<file path="src/rtl/mwb_pkg.sv">
package mwb_pkg;
    typedef enum logic [1:0] {
        XK_PROMOTE    = 2'd0,
        XK_REUSE      = 2'd1,
        XK_PROMOTE_BM = 2'd2,
        XK_REUSE_BM   = 2'd3
    } xfer_kind_e;

    function automatic logic kind_promotes(input xfer_kind_e k);
        return (k == XK_PROMOTE) || (k == XK_PROMOTE_BM);
    endfunction

    function automatic logic kind_uses_bm(input xfer_kind_e k);
        return (k == XK_PROMOTE_BM) || (k == XK_REUSE_BM);
    endfunction
endpackage

</file>
<file path="src/rtl/mwb_stage1.sv">
module mwb_stage1 #(
    parameter int WORDS  = 8,
    parameter int WORD_W = 16,
    localparam int LANES  = WORD_W / 8,
    localparam int BLK_W  = WORDS * WORD_W,
    localparam int MASK_W = WORDS * LANES,
    localparam int WA_W   = $clog2(WORDS)
) (
    input  logic              clk,
    input  logic              rst_n,
    input  logic              wr_en,
    input  logic [WA_W-1:0]   wr_addr,
    input  logic [LANES-1:0]  wr_be,
    input  logic [WORD_W-1:0] wr_data,
    input  logic              ld_en,
    input  logic [BLK_W-1:0]  ld_data,
    input  logic              promote,
    input  logic              keep_mask,
    output logic [BLK_W-1:0]  mrg_data,
    output logic [MASK_W-1:0] mrg_mask
);
    typedef struct packed {
        logic [BLK_W-1:0]  data;
        logic [MASK_W-1:0] mask;
    } s1_t;

    s1_t st_q, st_d, mrg;

    // Merge order: row load first, word write on top, then the promote rule.
    always_comb begin
        mrg = st_q;
        if (ld_en) begin
            mrg.data = ld_data;
            mrg.mask = '0;
        end
        if (wr_en) begin
            for (int ln = 0; ln < LANES; ln++) begin
                if (wr_be[ln]) begin
                    mrg.data[int'(wr_addr) * WORD_W + ln * 8 +: 8] = wr_data[ln * 8 +: 8];
                    mrg.mask[ln * WORDS + int'(wr_addr)] = 1'b0;
                end
            end
        end
        st_d = mrg;
        if (promote && !keep_mask) begin
            st_d.mask = '1;
        end
    end

    always_ff @(posedge clk) begin
        if (!rst_n) begin
            st_q.data <= '0;
            st_q.mask <= '1;
        end else begin
            st_q <= st_d;
        end
    end

    assign mrg_data = mrg.data;
    assign mrg_mask = mrg.mask;

    p_load_clears_r3: assert property (@(posedge clk) disable iff (!rst_n)
        (ld_en && !promote) |=> (st_q.mask == '0));

    p_write_never_sets_r2: assert property (@(posedge clk) disable iff (!rst_n)
        (wr_en && !ld_en && !promote) |=> ((st_q.mask & ~$past(st_q.mask)) == '0));

    p_promote_sets_r4: assert property (@(posedge clk) disable iff (!rst_n)
        (promote && !keep_mask) |=> (st_q.mask == '1));

    p_keep_holds_r8: assert property (@(posedge clk) disable iff (!rst_n)
        (promote && keep_mask && !ld_en && !wr_en) |=> $stable(st_q.mask));
endmodule

</file>
<file path="src/rtl/mwb_stage2.sv">
module mwb_stage2 #(
    parameter int BLK_W  = 128,
    parameter int MASK_W = 16
) (
    input  logic              clk,
    input  logic              rst_n,
    input  logic              promote,
    input  logic [BLK_W-1:0]  in_data,
    input  logic [MASK_W-1:0] in_mask,
    output logic [BLK_W-1:0]  q_data,
    output logic [MASK_W-1:0] q_mask
);
    typedef struct packed {
        logic [BLK_W-1:0]  data;
        logic [MASK_W-1:0] mask;
    } s2_t;

    s2_t st_q, st_d;

    always_comb begin
        st_d = st_q;
        if (promote) begin
            st_d.data = in_data;
            st_d.mask = in_mask;
        end
    end

    always_ff @(posedge clk) begin
        if (!rst_n) begin
            st_q.data <= '0;
            st_q.mask <= '1;
        end else begin
            st_q <= st_d;
        end
    end

    assign q_data = st_q.data;
    assign q_mask = st_q.mask;

    p_reuse_holds_r5: assert property (@(posedge clk) disable iff (!rst_n)
        !promote |=> $stable(st_q));

    p_promote_takes_mask_r4: assert property (@(posedge clk) disable iff (!rst_n)
        promote |=> (st_q.mask == $past(in_mask)));
endmodule

</file>
<file path="src/rtl/mwb_drive.sv">
module mwb_drive #(
    parameter int BLK_W  = 128,
    parameter int MASK_W = 16,
    parameter int BLKA_W = 10
) (
    input  logic              clk,
    input  logic              rst_n,
    input  logic              xfer_en,
    input  logic              promote,
    input  logic              use_bm,
    input  logic [BLKA_W-1:0] xfer_blk,
    input  logic [BLK_W-1:0]  new_data,
    input  logic [MASK_W-1:0] new_mask,
    input  logic [BLK_W-1:0]  old_data,
    input  logic [MASK_W-1:0] old_mask,
    input  logic              bm_ld,
    input  logic [MASK_W-1:0] bm_in,
    output logic              o_stb,
    output logic [BLKA_W-1:0] o_blk,
    output logic [BLK_W-1:0]  o_data,
    output logic [MASK_W-1:0] o_we
);
    typedef struct packed {
        logic              stb;
        logic [BLKA_W-1:0] blk;
        logic [BLK_W-1:0]  data;
        logic [MASK_W-1:0] we;
    } out_t;

    out_t              o_q, o_d;
    logic [MASK_W-1:0] bm_q, bm_d;

    always_comb begin
        o_d  = '0;
        bm_d = bm_ld ? bm_in : bm_q;
        if (xfer_en) begin
            o_d.stb  = 1'b1;
            o_d.blk  = xfer_blk;
            o_d.data = promote ? new_data : old_data;
            o_d.we   = use_bm ? bm_q : ~(promote ? new_mask : old_mask);
        end
    end

    always_ff @(posedge clk) begin
        if (!rst_n) begin
            o_q  <= '0;
            bm_q <= '0;
        end else begin
            o_q  <= o_d;
            bm_q <= bm_d;
        end
    end

    assign o_stb  = o_q.stb;
    assign o_blk  = o_q.blk;
    assign o_data = o_q.data;
    assign o_we   = o_q.we;

    p_idle_quiet_r9: assert property (@(posedge clk) disable iff (!rst_n)
        !o_q.stb |-> ((o_q.we == '0) && (o_q.data == '0)));

    p_stb_follows_r9: assert property (@(posedge clk) disable iff (!rst_n)
        xfer_en |=> o_q.stb);

    p_bm_prior_value_r11: assert property (@(posedge clk) disable iff (!rst_n)
        (xfer_en && use_bm) |=> (o_q.we == $past(bm_q)));
endmodule

</file>
<file path="src/rtl/mwb_top.sv">
module mwb_top #(
    parameter int WORDS  = 8,
    parameter int WORD_W = 16,
    parameter int BLKA_W = 10,
    localparam int LANES  = WORD_W / 8,
    localparam int BLK_W  = WORDS * WORD_W,
    localparam int MASK_W = WORDS * LANES,
    localparam int WA_W   = $clog2(WORDS)
) (
    input  logic              clk,
    input  logic              rst_n,
    input  logic              hw_en,
    input  logic [WA_W-1:0]   hw_addr,
    input  logic [LANES-1:0]  hw_be,
    input  logic [WORD_W-1:0] hw_data,
    input  logic              row_ld,
    input  logic [BLK_W-1:0]  row_data,
    input  logic              bm_ld,
    input  logic              keep_s1_mask,
    input  logic              xf_en,
    input  logic [1:0]        xf_kind,
    input  logic [BLKA_W-1:0] xf_blk,
    output logic              arr_stb,
    output logic [BLKA_W-1:0] arr_blk,
    output logic [BLK_W-1:0]  arr_data,
    output logic [MASK_W-1:0] arr_we
);
    import mwb_pkg::*;

    xfer_kind_e        kind;
    logic              do_promote;
    logic              do_bm;
    logic [BLK_W-1:0]  s1_mrg_data;
    logic [MASK_W-1:0] s1_mrg_mask;
    logic [BLK_W-1:0]  s2_data;
    logic [MASK_W-1:0] s2_mask;
    logic [MASK_W-1:0] bm_src;

    assign kind       = xfer_kind_e'(xf_kind);
    assign do_promote = xf_en && kind_promotes(kind);
    assign do_bm      = kind_uses_bm(kind);
    assign bm_src     = MASK_W'(hw_data);

    mwb_stage1 #(.WORDS(WORDS), .WORD_W(WORD_W)) u_stage1 (
        .clk       (clk),
        .rst_n     (rst_n),
        .wr_en     (hw_en),
        .wr_addr   (hw_addr),
        .wr_be     (hw_be),
        .wr_data   (hw_data),
        .ld_en     (row_ld),
        .ld_data   (row_data),
        .promote   (do_promote),
        .keep_mask (keep_s1_mask),
        .mrg_data  (s1_mrg_data),
        .mrg_mask  (s1_mrg_mask)
    );

    mwb_stage2 #(.BLK_W(BLK_W), .MASK_W(MASK_W)) u_stage2 (
        .clk     (clk),
        .rst_n   (rst_n),
        .promote (do_promote),
        .in_data (s1_mrg_data),
        .in_mask (s1_mrg_mask),
        .q_data  (s2_data),
        .q_mask  (s2_mask)
    );

    mwb_drive #(.BLK_W(BLK_W), .MASK_W(MASK_W), .BLKA_W(BLKA_W)) u_drive (
        .clk      (clk),
        .rst_n    (rst_n),
        .xfer_en  (xf_en),
        .promote  (do_promote),
        .use_bm   (do_bm),
        .xfer_blk (xf_blk),
        .new_data (s1_mrg_data),
        .new_mask (s1_mrg_mask),
        .old_data (s2_data),
        .old_mask (s2_mask),
        .bm_ld    (bm_ld),
        .bm_in    (bm_src),
        .o_stb    (arr_stb),
        .o_blk    (arr_blk),
        .o_data   (arr_data),
        .o_we     (arr_we)
    );

    p_reuse_repeats_r5: assert property (@(posedge clk) disable iff (!rst_n)
        (arr_stb && xf_en && (kind == XK_REUSE) && $past(xf_en && (kind == XK_REUSE)))
        |=> (arr_data == $past(arr_data)) && (arr_we == $past(arr_we)));
endmodule

</file>
<file path="config.mk">
export PLATFORM = sky130hd
export DESIGN_NAME = mwb_top
export DESIGN_NICKNAME = d
export VERILOG_FILES = /design/src/rtl/mwb_pkg.sv /design/src/rtl/mwb_stage1.sv /design/src/rtl/mwb_stage2.sv /design/src/rtl/mwb_drive.sv /design/src/rtl/mwb_top.sv
export SDC_FILE = /design/constraint.sdc
export NUM_CORES = 1
export LEC_CHECK = 0
export BUFFER_PORTS_ARGS = -buffer_cell sky130_fd_sc_hd__buf_2
export CORE_ASPECT_RATIO = 1.75
export CORE_UTILIZATION = 50
export DETAILED_ROUTE_END_ITERATION = 8
export PLACE_DENSITY = 0.86
export SLEW_MARGIN = 20
export SYNTH_ARGS = -nofsm -noshare
export SYNTH_HDL_FRONTEND = slang
export SYNTH_SLANG_ARGS = --single-unit
</file>
<file path="constraint.sdc">
create_clock -name clk -period 3 [get_ports clk]
set_input_delay 0.75 -clock clk [delete_from_list [all_inputs] [get_ports clk]]
set_output_delay 0.75 -clock clk [all_outputs]
set_load 0.02 [all_outputs]
</file>
# --- Word level (Yosys, flattened, before mapping) ---
# Index checks and enable logic that the tools add are counted.
totals:
  wordCells: 54
  in_bits: 168
  reg_bits: 459
classes:
  add_sub_neg: 4
  order_cmp: 4
  bitwise_logic: 6
  shift: 4
  reduce_logical: 10
  mux: 15
  eq_ne: 2
ops:
  columns: ["op", "count"]
  rows:
  - ["144-bit 2-to-1 mux", 5]
  - ["128-bit bitwise mux", 2]
  - ["8-bit by 33-bit variable shift with 128-bit output, first input constant", 2]
  - ["8-bit by 33-bit indexed part select with 128-bit output", 2]
  - ["155-bit 2-to-1 mux", 1]
  - ["128-bit 2-to-1 mux", 1]
  - ["32-bit negator with 33-bit output", 1]
  - ["7-bit negator with 33-bit output", 1]
  - ["16-bit AND", 2]
  - ["32-bit by 1-bit >= comparator with 1-bit output, second input constant", 1]
  - ["32-bit by 6-bit less-than comparator with 1-bit output, second input constant", 1]
  - ["16-bit 2-to-1 mux", 2]
  - ["16-bit inverter", 2]
  - ["8-bit inverter with 16-bit output", 1]
  - ["7-bit by 4-bit adder with 8-bit output, second input constant", 1]
  - ["4-bit by 3-bit adder with 5-bit output, first input constant", 1]
  - ["3-bit by 5-bit less-than comparator with 1-bit output, second input constant", 1]
  - ["1-bit demux with 4-bit select", 1]
  - ["2-bit equality test, second input constant", 2]
  - ["1-bit logical AND", 4]
  - ["1-bit demux with 3-bit select", 1]
  - ["3-bit by 1-bit >= comparator with 1-bit output, second input constant", 1]
  - ["2-bit zero test", 1]
  - ["1-bit logical OR", 2]
  - ["other kinds (5)", 6]

# --- Longest topological paths before layout ---
logic_depth:
  depth_word: 15
  depth_mapped: 12

# --- Cells and area by module ---
# A second synthesis with hierarchy kept.
unflattened:
  hier_cells: 1875
  hier_area_um2: 19794.0
by_module_without_submodules:
  columns: ["mod", "area_each_um2", "cells_each", "instances"]
  rows:
  - ["mwb_stage1", 8097.8, 849, 1]
  - ["mwb_drive", 6282.3, 560, 1]
  - ["mwb_stage2", 5396.4, 464, 1]
  - ["mwb_top", 17.5, 2, 1]

# --- Least setup slack after synthesis ---
# OpenSTA, ideal clock, no wires.
synth_path:
  path_type: "input port to flip-flop"
  from: "input port hw_addr[1]"
  to: "register u_stage1.st_q[54] (netlist bit)"
  path_stages: 11
  path_buffers: 4
  slack_ps: -184
  setup_ps: 115
  t_required_ps: 2885
  t_arrival_ps: 3069
  path_cell_list: "clkbuf_1 > clkbuf_1 > inv_1 > ha_1 > ha_1 > nand4b_4 > or4b_1 > buf_2 > buf_6 > mux2i_1 > and2_1"
synth_via:
  elab_chain_cells: 8
  word_cells_on_any_way: 13
  classes_between: "add/sub: 3; shift: 4; mux: 6"
synth_rtl:
  columns: ["item", "line", "source"]
  rows:
  - ["start, declared", "mwb_top.sv:13", "input logic [WA_W-1:0] hw_addr,"]
  - ["branches (longest 6 deep; another with 32-bit negator with 33-bit output)", null, null]
  - ["144-bit 2-to-1 mux (*)", "mwb_stage1.sv:38", "if (wr_be[ln]) begin"]
  - ["144-bit 2-to-1 mux (*)", "mwb_stage1.sv:36", "if (wr_en) begin"]
  - ["end signal, assigned", "mwb_stage1.sv:55", "st_q <= st_d;"]
  - ["end, declared", "mwb_stage1.sv:27", "s1_t st_q, st_d, mrg;"]
# Mark *: on every way between the ends. The select of a mux whose other input is x is not followed.
# A chain may end at the register's enable or synchronous reset.

# --- Final worst setup path ---
layout_path:
  from: "input port hw_addr[0]"
  to: "register u_stage2.st_q (netlist bit u_stage2.q_data[23])"
layout_via:
  elab_chain_cells: 8
  word_cells_on_any_way: 13
  classes_between: "add/sub: 3; shift: 4; mux: 6"
layout_rtl:
  columns: ["item", "line", "source"]
  rows:
  - ["branches (longest 6 deep; another with 32-bit negator with 33-bit output)", null, null]
  - ["144-bit 2-to-1 mux (*)", "mwb_stage1.sv:38", null]
  - ["144-bit 2-to-1 mux (*)", "mwb_stage1.sv:36", null]
  - ["end signal, assigned", "mwb_stage2.sv:33", "st_q <= st_d;"]
  - ["end, declared", "mwb_stage2.sv:18", "s2_t st_q, st_d;"]
# Marks and branches as above.

==> impl_metrics.yaml <==
placed_design:
  placedInstanceArea_mm2: 0.0205
  post-dp-hpwl_mm: 37.6
  port_buffers: 322
  place.gp.congestion: 0.872
  detailedPlace.worstSlack_ps: -72.8
  placedCellCount: 2698
power:
  power.density_mw_per_mm2: 612
  design_power_total_uw: 13400
  vdd.ir_drop.worst_v: 0.000496
  static_leakage_power_uw: 0.0111
timing:
  maxClockFrequency_mhz: 389
  clock-skew-final_ps: 8.53
  report.final.hold_viol_count: 0
  maxSlewViolCount: 0
  timing_worst_slew_pin_value_ps: 954
  finalWorstPathRequiredPeriod_ps: 2570
  max_slew_margin_pct: 36.4
  fin_crit_sh_pct: 85.8
  setup_viol: 0
  hold-worst-slack_ps: 441
  setup_slack_ps: 427
  rsz0062_at_grt: "false"
clocking:
  cts_htree_levels: 2
  cts.sinks: 459
  worst_skew_pair_latency_ps: 550
  cts_tree: "yes"
  post-cts-setup-buffer-count: 0
  cts_resized: 0
  cts_hold_buffers: 0
  cts.root.buffer_cell: "sky130_fd_sc_hd__clkbuf_16"
  cts.reportedPaths.clkPinSlew_ps: 70
  cts_max_path_buffers: 3
  cts-buffers-inserted: 41
outcome:
  outcome: "finished, final reports clean"
synthesis:
  ffs_w_async_s_r_synth_pct: 0
  syn_inst: 2022
  synth.net_count: 2197
  synthMostInstantiatedCell: "sky130_fd_sc_hd__dfxtp_1"
  most_used_standard_cells_in_the_synthesized_netlist: "sky130_fd_sc_hd__dfxtp_1 (459), sky130_fd_sc_hd__nand2_1 (391), sky130_fd_sc_hd__mux2i_1 (281)"
  yosys-top-cells-area: "sky130_fd_sc_hd__dfxtp_1 (50%), sky130_fd_sc_hd__mux2i_1 (15%), sky130_fd_sc_hd__nand2_1 (8.0%)"
  synth_largest_type_area_fraction_pct: 49.8
  yosysWarnings: 0
  synth_edf_count: 0
  post_synth_instance_area_mm2: 0.0184
  synth_seq_area_share_pct: 49.8
  dominantRegCellSynth: "sky130_fd_sc_hd__dfxtp_1"
  leading_area_contributor_after_synthesis: "sky130_fd_sc_hd__dfxtp_1"
  yosysUniqueCellTypes: 48
  avgSynthCellArea_um2: 9.12
  ys_seq_elements: 459
layout:
  area.growth.synth_to_final_pct: 18.8
  number_of_filler_cells_placed_in_the_layout: 3006
  final_nets: 2446
  sequential_cell_area_in_the_final_layout_mm2: 0.00919
  multi_input_gate_area_mm2: 0.00861
  postLayoutCellArea_mm2: 0.0219
  drive_above_1_share_pct: 19.7
  finalNonFillerCells: 2777
job:
  drv_cap: 0
die:
  core.rowCount: 92
  floorplan.die.height_um: 256
  floorplan.die_area_mm2: 0.0377
  design.core.area_mm2: 0.0361
  pin_count: 323
  die_width_um: 147
  starting_density_of_the_core_pct: 51.0
global_routing:
  grt.total_usage_pct: 28.8
  first_global_vias: 15600
  grt_start_max_net_pins: 226
  antenna_violations_before_repair: 5
  grt_pass1_wl_mm: 84.3
  grt.overflow.total: 0
detailed_routing:
  drt-initial-drc-count: 938
  postRouteAntennaNets: 0
  dr_total_vias: 15500
  drc_errors: 0
  drtPass1Iterations: 6
  vias_per_cell: 5.59
  routed_wirelength_mm: 55.2
  detail_route.wl_per_cell_um: 19.9
min_path:
  timing.hold.worst_path_depth: 2
  worstHoldEndpoint: "u_drive.o_data[24]$_SDFF_PN0_"
  min-delay-start: "u_stage2.q_data[24]$_SDFFE_PN0P_"
  timing.hold.worst.class: "flop to flop"
setup_path:
  timing.critical_path.required_ps: 3470
  reg2reg_setup_slack_ps: 1830
  rr_worst_depth: 4
  timing.rr.end: "u_drive.o_we[15]$_SDFF_PN0_"
  crit_fanout: 8
  r2r_start: "u_stage1.st_q[15]$_SDFF_PP1_"
  element_type_at_the_critical_path_end: "flop"
  critPathLaunchType: "primary input"
  worstPathArrival_ps: 3040
  timing.setup.critical_path_class: "primary input to flop"
## cell usage in the layout, fill, tap and decap left out, types with 41 or more instances in the layout
master / instances
sky130_fd_sc_hd__and2_1: 101
sky130_fd_sc_hd__o21ai_0: 95
sky130_fd_sc_hd__nor2b_1: 49
sky130_fd_sc_hd__mux2i_1: 281
sky130_fd_sc_hd__nor2_1: 125
sky130_fd_sc_hd__dfxtp_1: 459
sky130_fd_sc_hd__clkbuf_16: 41
sky130_fd_sc_hd__nand3_1: 130
sky130_fd_sc_hd__nand2_1: 391
sky130_fd_sc_hd__buf_2: 320
## cell families after synthesis
logic type                 synth area share, %
AOI/OAI and AO/OA                         5.77
adders and majority gates                0.475
buffers and inverters                     3.64
DFF                                       49.8
muxes                                     16.0
and+or+nand+nor                           24.3
## flip-flops by register name (all words and copies together), names as in the netlist
| signal | flops |
|---|---|
| u_drive.o_stb | 1 |
| u_drive.o_blk | 10 |
| u_stage2.q_mask | 16 |
| u_drive.o_we | 16 |
| u_drive.o_data | 128 |
| u_drive.bm_q | 16 |
| u_stage2.q_data | 128 |
| u_stage1.st_q | 144 |
## critical path, cell delays in order
cell and delay [ps]:
sky130_fd_sc_hd__buf_2 120, sky130_fd_sc_hd__inv_2 70, sky130_fd_sc_hd__ha_1 250, sky130_fd_sc_hd__ha_1 570, sky130_fd_sc_hd__nand2_1 120, sky130_fd_sc_hd__nor2_1 400
sky130_fd_sc_hd__buf_4 240, sky130_fd_sc_hd__mux2_2 360, sky130_fd_sc_hd__a21oi_1 150
## stage by stage
| stage | setup TNS, ps | util, % |
|---|---|---|
| floorplan | 0 | - |
| global placement | -40.1 | 56.7 |
| detailed placement | -521 | 56.7 |
| CTS | 0 | 60.6 |
| global route | 0 | 60.6 |
| finish | 0 | 60.6 |
## power by group
| group | switching (uW) | internal (uW) | leakage [uW] | total (uW) |
|---|---|---|---|---|
| clock network | 2310 | 3190 | 0.000687 | 5500 |
| registers | 104 | 6380 | 0.00376 | 6490 |
| logic | 882 | 532 | 0.00662 | 1410 |
| total | 3300 | 10100 | 0.0111 | 13400 |
## routing by layer
layer / vias up / track usage (%) / part of all wire [%] / routed length (um)
li1: 7305 / - / - / -
met3: 201 / 4.21 / 6.1 / 3350
met1: 7381 / 31.3 / 37 / 20200
met2: 635 / 49.1 / 49 / 27100
met5: - / 0 / 0.016 / 9
met4: 2 / 23.9 / 8.3 / 4600
## worst max path at each step
stage          startpoint                          endpoint  cells after the start
3_3_place_gp   hw_addr[0]     u_drive.o_data[20]$_SDFF_PN0_                      9
3_5_place_dp   hw_addr[0]  u_stage2.q_data[23]$_SDFFE_PN0P_                      9
4_1_cts        hw_addr[0]  u_stage2.q_data[23]$_SDFFE_PN0P_                      9
6_report       hw_addr[0]  u_stage2.q_data[23]$_SDFFE_PN0P_                      9
5_1_grt        hw_addr[0]  u_stage2.q_data[23]$_SDFFE_PN0P_                      9
2_1_floorplan  hw_addr[1]      u_stage1.st_q[54]$_SDFF_PN0_                     11
## final cells by class
class / count / share of cell area (%)
sequential: 459 / 41.9
clock inverter: 18 / 1.14
timing repair buffer: 366 / 9.57
antenna: 6 / 0.0685
multi-input combinational: 1398 / 39.3
inverter: 5 / 0.0857
tap: 470 / 2.68
clock buffer: 55 / 5.20
Note: power is estimated with default switching activity, not from simulation.
